--- src/rtl/rtc_pint_pkg.sv ---
package rtc_pint_pkg;
   localparam int NUM_CAUSE = 10;
   localparam int TAP_N     = 4;
   localparam int SEC_W     = 7;
   localparam int HR_W      = 6;

   localparam int C_TEN_S = 4;
   localparam int C_MIN   = 5;
   localparam int C_TEN_M = 6;
   localparam int C_HOUR  = 7;
   localparam int C_HALF  = 8;
   localparam int C_DAY   = 9;

   typedef logic [NUM_CAUSE-1:0] cause_vec_t;
endpackage

--- src/rtl/rtc_pint_decode.sv ---
module rtc_pint_decode
   import rtc_pint_pkg::*;
#(
   parameter bit BCD_SUPPORT = 1'b1
) (
   input  logic             cfg_bcd,
   input  logic             cfg_12h,
   input  logic [TAP_N-1:0] tap_tick,
   input  logic             sec_step,
   input  logic [SEC_W-1:0] sec_now,
   input  logic             min_step,
   input  logic [SEC_W-1:0] min_now,
   input  logic             hr_step,
   input  logic [HR_W-1:0]  hr_now,
   output cause_vec_t       ev
);
   logic use_bcd;

   generate
      if (BCD_SUPPORT) begin : g_bcd
         assign use_bcd = cfg_bcd;
      end else begin : g_bin
         logic unused_bcd;
         assign unused_bcd = cfg_bcd;
         assign use_bcd    = 1'b0;
      end
   endgenerate

   function automatic logic units_nine(input logic [SEC_W-1:0] v, input logic b);
      logic [SEC_W-1:0] r;
      r = v % SEC_W'(10);
      return b ? (v[3:0] == 4'd9) : (r == SEC_W'(9));
   endfunction

   function automatic logic at_59(input logic [SEC_W-1:0] v, input logic b);
      return b ? (v == SEC_W'(8'h59)) : (v == SEC_W'(59));
   endfunction

   logic [4:0] hr_field;
   logic       hr_pm;
   logic       h24_11, h24_23, h12_11;
   logic       half_hit, day_hit;

   always_comb begin
      hr_field = hr_now[4:0];
      hr_pm    = hr_now[5];
      h24_11   = use_bcd ? (hr_now == 6'h11) : (hr_now == 6'd11);
      h24_23   = use_bcd ? (hr_now == 6'h23) : (hr_now == 6'd23);
      h12_11   = use_bcd ? (hr_field == 5'h11) : (hr_field == 5'd11);
      if (cfg_12h) begin
         half_hit = h12_11;
         day_hit  = h12_11 && hr_pm;
      end else begin
         half_hit = h24_11 || h24_23;
         day_hit  = h24_23;
      end
   end

   always_comb begin
      ev             = '0;
      ev[TAP_N-1:0]  = tap_tick;
      ev[C_TEN_S]    = sec_step && units_nine(sec_now, use_bcd);
      ev[C_MIN]      = sec_step && at_59(sec_now, use_bcd);
      ev[C_TEN_M]    = min_step && units_nine(min_now, use_bcd);
      ev[C_HOUR]     = min_step && at_59(min_now, use_bcd);
      ev[C_HALF]     = hr_step && half_hit;
      ev[C_DAY]      = hr_step && day_hit;
   end
endmodule

--- src/rtl/rtc_pint_regs.sv ---
module rtc_pint_regs
   import rtc_pint_pkg::*;
#(
   parameter int DATA_W    = 16,
   parameter int ADDR_W    = 2,
   parameter int EN_ADDR   = 0,
   parameter int FLAG_ADDR = 1
) (
   input  logic              clk,
   input  logic              rst_n,
   input  logic              bus_sel,
   input  logic              bus_wr,
   input  logic [ADDR_W-1:0] bus_addr,
   input  logic [DATA_W-1:0] bus_wdata,
   output logic [DATA_W-1:0] bus_rdata,
   input  cause_vec_t        ev,
   output cause_vec_t        en_q,
   output cause_vec_t        flag_q
);
   localparam logic [ADDR_W-1:0] EN_A   = ADDR_W'(EN_ADDR);
   localparam logic [ADDR_W-1:0] FLAG_A = ADDR_W'(FLAG_ADDR);

   logic wr_en, wr_flag;
   assign wr_en   = bus_sel && bus_wr && (bus_addr == EN_A);
   assign wr_flag = bus_sel && bus_wr && (bus_addr == FLAG_A);

   generate
      for (genvar i = 0; i < NUM_CAUSE; i++) begin : g_bit
         always_ff @(posedge clk or negedge rst_n) begin
            if (!rst_n)     en_q[i] <= 1'b0;
            else if (wr_en) en_q[i] <= bus_wdata[i];
         end
         always_ff @(posedge clk or negedge rst_n) begin
            if (!rst_n) flag_q[i] <= 1'b0;
            else        flag_q[i] <= (ev[i] && en_q[i]) ||
                                     (flag_q[i] && !(wr_flag && bus_wdata[i]));
         end
      end
   endgenerate

   always_comb begin
      bus_rdata = '0;
      if (bus_sel && bus_addr == EN_A)   bus_rdata[NUM_CAUSE-1:0] = en_q;
      if (bus_sel && bus_addr == FLAG_A) bus_rdata[NUM_CAUSE-1:0] = flag_q;
   end
endmodule

--- src/rtl/rtc_pint.sv ---
module rtc_pint
   import rtc_pint_pkg::*;
#(
   parameter int DATA_W      = 16,
   parameter int ADDR_W      = 2,
   parameter int EN_ADDR     = 0,
   parameter int FLAG_ADDR   = 1,
   parameter bit BCD_SUPPORT = 1'b1
) (
   input  logic              clk,
   input  logic              rst_n,
   input  logic              bus_sel,
   input  logic              bus_wr,
   input  logic [ADDR_W-1:0] bus_addr,
   input  logic [DATA_W-1:0] bus_wdata,
   output logic [DATA_W-1:0] bus_rdata,
   input  logic              cfg_bcd,
   input  logic              cfg_12h,
   input  logic [TAP_N-1:0]  tap_tick,
   input  logic              sec_step,
   input  logic [SEC_W-1:0]  sec_now,
   input  logic              min_step,
   input  logic [SEC_W-1:0]  min_now,
   input  logic              hr_step,
   input  logic [HR_W-1:0]   hr_now,
   output logic              irq
);
   generate
      if (DATA_W < NUM_CAUSE) begin : g_chk_w
         $error("rtc_pint: DATA_W too small for the cause count");
      end
      if (EN_ADDR == FLAG_ADDR) begin : g_chk_a
         $error("rtc_pint: enable and flag addresses collide");
      end
      if (EN_ADDR >= (1 << ADDR_W) || FLAG_ADDR >= (1 << ADDR_W)) begin : g_chk_r
         $error("rtc_pint: register address out of range");
      end
   endgenerate

   cause_vec_t ev_w, en_q, flag_q;

   rtc_pint_decode #(.BCD_SUPPORT(BCD_SUPPORT)) u_dec (
      .cfg_bcd (cfg_bcd),
      .cfg_12h (cfg_12h),
      .tap_tick(tap_tick),
      .sec_step(sec_step),
      .sec_now (sec_now),
      .min_step(min_step),
      .min_now (min_now),
      .hr_step (hr_step),
      .hr_now  (hr_now),
      .ev      (ev_w)
   );

   rtc_pint_regs #(
      .DATA_W(DATA_W), .ADDR_W(ADDR_W), .EN_ADDR(EN_ADDR), .FLAG_ADDR(FLAG_ADDR)
   ) u_regs (
      .clk      (clk),
      .rst_n    (rst_n),
      .bus_sel  (bus_sel),
      .bus_wr   (bus_wr),
      .bus_addr (bus_addr),
      .bus_wdata(bus_wdata),
      .bus_rdata(bus_rdata),
      .ev       (ev_w),
      .en_q     (en_q),
      .flag_q   (flag_q)
   );

   assign irq = |(flag_q & en_q);
endmodule

--- config.mk ---
export PLATFORM = sky130hd
export DESIGN_NAME = rtc_pint
export DESIGN_NICKNAME = d
export VERILOG_FILES = /design/src/rtl/rtc_pint_pkg.sv /design/src/rtl/rtc_pint_decode.sv /design/src/rtl/rtc_pint_regs.sv /design/src/rtl/rtc_pint.sv
export SDC_FILE = /design/constraint.sdc
export NUM_CORES = 1
export LEC_CHECK = 0
export ABC_AREA = 1
export CORE_AREA = 4 4 71 73
export CTS_BUF_LIST = sky130_fd_sc_hd__clkbuf_2
export DETAILED_ROUTE_END_ITERATION = 8
export DIE_AREA = 0 0 75 77
export GPL_TIMING_DRIVEN = 1
export HOLD_SLACK_MARGIN = 0.05
export PLACE_DENSITY = 0.68
export SYNTH_ARGS = -nofsm -noshare
export SYNTH_HDL_FRONTEND = slang
export SYNTH_SLANG_ARGS = --single-unit
--- constraint.sdc ---
create_clock -name clk -period 3.73 [get_ports clk]
set_clock_uncertainty 0.05 [all_clocks]
set_input_delay 1.119 -clock clk [delete_from_list [all_inputs] [get_ports clk]]
set_output_delay 1.119 -clock clk [all_outputs]
set_load 0.005 [all_outputs]
# Word-level counts from Yosys, hierarchy flattened
# Cells that the tools add are included.
[word_totals] out_inout_bits=17 romBits=0 wordCells=114 ramBits=0 memories=0 input_bits=51 latchBits=0 reg_bits=20
[op_classes] eq_ne=15 n_bitwise=1 multipliers=0 n_div=2 n_shift=0 n_mux=11 n_addsub=0 n_lt_le_gt_ge=0 reduce_logical=65
[op_table] op="$logic_and A1 B1 Y1" count=42
[op_table] op="$mux W10" count=2
[op_table] op="$eq A7 B4 Y1 const B" count=2
[op_table] op="$eq A7 B6 Y1 const B" count=2
[op_table] op="$eq A7 B7 Y1 const B" count=2
[op_table] op="$mod A7 B4 Y7 const B" count=2
[op_table] op="$eq A6 B5 Y1 const B" count=2
[op_table] op="$logic_or A1 B1 Y1" count=11
[op_table] op="$and A10 B10 Y10" count=1
[op_table] op="$logic_not A1 Y1" count=10
[op_table] op="$reduce_or A10 Y1" count=1
[op_table] op="$mux W1" count=9
[op_table] op="$eq A4 B4 Y1 const B" count=2
[op_table] op="$eq A6 B4 Y1 const B" count=1
[op_table] op="$eq A6 B6 Y1 const B" count=1
[op_table] op="$eq A5 B4 Y1 const B" count=1
[op_table] op="$eq A5 B5 Y1 const B" count=1
[op_table] op="$eq A2 B1 Y1 const B" count=1
[op_table] op="$logic_not A2 Y1" count=1

# Logic depth before layout (Yosys ltp)
# Gate-level depths: netlist of run 1.
[depth] word_depth=7 ltp_mapped=11 mapped_depth_nobuf=11

# By module
# From an unflattened synthesis of run 1, not the netlist that was laid out.
[unflattened] cells_unflattened=259 area_unflattened_um2=1624.1
[by_module_without_submodules] mod="rtc_pint_regs" n_inst=1 cells_each=140 seq_area_each_um2=500.5 area_per_inst_um2=1031.0
[by_module_without_submodules] mod="rtc_pint_decode" n_inst=1 cells_each=100 seq_area_each_um2=0.0 area_per_inst_um2=520.5
[by_module_without_submodules] mod="rtc_pint" n_inst=1 cells_each=19 seq_area_each_um2=0.0 area_per_inst_um2=72.6

# Worst setup path before layout of run 1
# Ideal clock, no wire load.
[synth_timing] path_type="input to output" start="input bus_sel" end="output bus_rdata[6]" path_slack_ns=0.793 stages=4 path_buffers=0 t_arrival_ns=1.768 required_time_ns=2.561 path_cell_list="inv_1 nor3_4 inv_1 o22ai_1"
[synth_between] elab_chain_cells=3 word_cells_on_any_way=4 classes_between="mux: 2; reduce/logical: 2"
[synth_rtl] item="from (decl)" line="rtc_pint.sv:12" source="input logic bus_sel,"
[synth_rtl] item="$logic_and A1 B1 Y1" line="rtc_pint_regs.sv:43" source="if (bus_sel && bus_addr == EN_A) bus_rdata[NUM_CAUSE-1:0] = en_q;"
[synth_rtl] item="$mux W10" line="rtc_pint_regs.sv:43"
[synth_rtl] item="$mux W10 *" line="rtc_pint_regs.sv:44" source="if (bus_sel && bus_addr == FLAG_A) bus_rdata[NUM_CAUSE-1:0] = flag_q;"
[synth_rtl] item="to (decl)" line="rtc_pint.sv:16" source="output logic [DATA_W-1:0] bus_rdata,"
# Mark *: on every way between the ends. The rest lies on a longest branch, timed or not.

# Final worst setup path of run 1
[layout_timing] start="input bus_sel" end="output bus_rdata[3]"
# Same word-level chain as after synthesis.

==> reports/results.ini, run 1 <==
[status]
status = completed

[drt]
drt-pass1-iter-count = 4
drt_iter0_drc = 51
drt-total-wl_um = 3880
routedWlPerCell_um = 11.2
remaining_drc_errors = 0
avgViaCountPerCell = 4.67
ant_nets = 0
routed-via-count = 1612

[global_routing]
grt_util_all_layers_pct = 14.0
grt_overflow = 0
grt_pass1_wl_um = 6610
grt_max_degree = 21
first_global_vias = 1583
antenna_found_initial = 0

[power]
powerDensity_nw_per_um2 = 276
ir_drop_mv = 0.115
total_power_uw = 590
total_leakage_power_uw = 0.00108

[clocking]
cts_tree = yes
cts_htree_levels = 1
cts_hold_buf = 0
clock-sinks = 20
cts_root_buf = clkbuf_2
clk_pin_slew_ns = 0.19
clockBufferDepth = 2
clock_latency_ns = 0.30
cts_made_buffers = 3

[critical_path]
end_kind = primary output
cp-start-kind = input pin
critPathRequiredTime_ns = 2.56
cp_max_fo = 4
crit_type = in2out
cp_data_arrival_time_ns = 2.39

[flow_run]
cap_violations = 0

[layout]
regArea_um2 = 500
fin_cells = 345
utilization_pct = 49.1
multi_input_area_um2 = 836
synthToLayoutAreaGrowth_pct = 41.4
final_nets = 345
diodes = 0
drive_gt1_share_pct = 7.51
n_fill_cell = 447

[timing]
finalSetupViolations = 0
worst_pin_slew_ns = 0.927
final.setup.worst_slack_ns = 0.171
final_hold_viol_count = 0
final.setup.tns_ns = 0
period_minus_slack_ns = 3.56
maxSlewViolCount = 0
max-slew-margin-rel_pct = 38.0
fin_crit_sh_pct = 95.4
rsz0062_at_grt = no
fmax_mhz = 281

[die]
core-area_um2 = 4350
fp.dieH_um = 77
start_util_pct = 34.7
die_x_um = 75
io_pins = 68
num_rows = 24
dieArea_um2 = 5780

[place]
gp_congestion = 0.851
port_buffers = 55
placedCellCount = 339
dp_hpwl_um = 3130
preCtsSetupSlack_ns = -0.174

[synth]
syn_area_per_cell_um2 = 6.46
synth_seq_cells = 20
syn_area_um2 = 1510
syn_inst = 234
ys_warn_count = 0
synth_cell_type_count = 29
ys_seq_area_share_pct = 33.1

[min_path]
hold_path_class = reg2reg

cells in the mapped netlist:
library cell,n,share of area [%]
dfrtp_1,20,33
nor2_1,12,3.0
o21a_1,1,0.50
nand4_1,6,2.5
o22ai_1,6,2.5
nor3_1,5,1.7
nor3_4,2,2.2
inv_2,2,0.50
a31oi_1,1,0.41
buf_4,7,3.5
o21ai_0,7,2.3
a21oi_1,2,0.66
nand3_1,17,5.6
buf_2,2,0.66
xnor2_1,1,0.58
o2111ai_1,1,0.58
nand2_4,1,0.74
o211ai_1,1,0.50
xor2_1,1,0.58
o21ai_1,20,6.6
inv_4,1,0.41
nand2_2,1,0.41
nor3_2,1,0.66
nand2_1,76,19
a211oi_1,1,0.50
conb_1,1,0.25
inv_1,35,8.7
o31ai_1,1,0.50
a21oi_2,2,1.2
layout make-up:
type	instances	area share, %
sequential	20	23.4
clock buffer	3	0.702
clock inverter	1	0.176
multi-input combinational	172	39.1
timing repair buffer	59	26.8
inverter	38	6.79
tap	52	3.04
power breakdown:
part	internal (µW)	total, µW	switching (µW)
Sequential	258	289	31.0
Combinational	108	212	104
Clock	23.3	89.6	66.2
placed cells by master, fill, tap and decap left out, types with 3 or more instances in the layout:
master and count:
clkbuf_2 3, clkdlybuf4s50_1 43, conb_1 6, dfrtp_1 20, dlygate4sd2_1 12, inv_1 32, inv_2 5, nand2_1 76
nand3_1 17, nand4_1 6, nor2_1 12, nor3_1 5, o21ai_0 7, o21ai_1 20, o22ai_1 4
what timing repair did:
item / CTS / global route
resized for setup: 19 / 0
setup endpoints to repair: 10 / 0
buffers inserted: 2 / 0
sequential cells by signal (all words and copies together) (netlist names):
signal	flops
u_regs.flag_q	10
u_regs.en_q	10
path summary, 6_finish.rpt:
kind	startpoint	endpoint	slack, ns	cells past startpoint
setup / recovery	bus_sel	bus_rdata[3]	0.17	8
hold / removal	u_regs.flag_q[6]$_DFF_PN0_	u_regs.flag_q[6]$_DFF_PN0_	0.46	2
setup reg to reg	u_regs.en_q[7]$_DFFE_PN0P_	u_regs.flag_q[7]$_DFF_PN0_	2.82	4
hold reg to reg	u_regs.flag_q[6]$_DFF_PN0_	u_regs.flag_q[6]$_DFF_PN0_	0.46	2
max in group asynchronous	rst_n	u_regs.en_q[4]$_DFFE_PN0P_	1.83	1
min in group asynchronous	rst_n	u_regs.flag_q[1]$_DFF_PN0_	1.25	1
kinds of logic after synthesis:
logic type	Yosys count	share of synthesized area, %
AND/OR/NAND/NOR	121	35.6
buffers and inverters	47	13.7
AO/OA/AOI/OAI	43	16.2
flip-flops	20	33.1
XOR/XNOR	2	1.16
other	1	0.248
layer usage:
metal  part of all wire, %  vias to the layer above  GRT usage [%]
met5                     0                        -              0
met4                  0.72                        0           3.20
met3                   6.4                        2           1.44
met2                    48                       43           24.7
met1                    45                      701           18.0
li1                      -                      866              -
metrics by stage:
| stage | hold slack [ns] | area (µm²) |
|---|---|---|
| after floorplan | 0.405 | 1530 |
| after global placement | 0.424 | 2100 |
| after detailed placement | 0.425 | 2100 |
| after CTS | 0.467 | 2140 |
| after global routing | 0.503 | 2140 |
| final | 0.464 | 2140 |
worst max-delay path: stages:
cell             delay (ns)
clkdlybuf4s50_1        0.47
inv_2                  0.06
nor3_4                 0.16
buf_6                  0.14
buf_4                  0.11
nand2_1                0.04
nand2_1                0.05
dlygate4sd2_1          0.23
(Power assumes the default switching activity.)
==> inputs of run 2 (changes only) <==
Settings changed: ABC_CLOCK_PERIOD_IN_PS set to 3730, GPL_TIMING_DRIVEN 1 to unset, HOLD_SLACK_MARGIN 0.05 to unset.
==> results of run 2 <==
The final DEF is identical to that of run 1; final timing and power are the same.
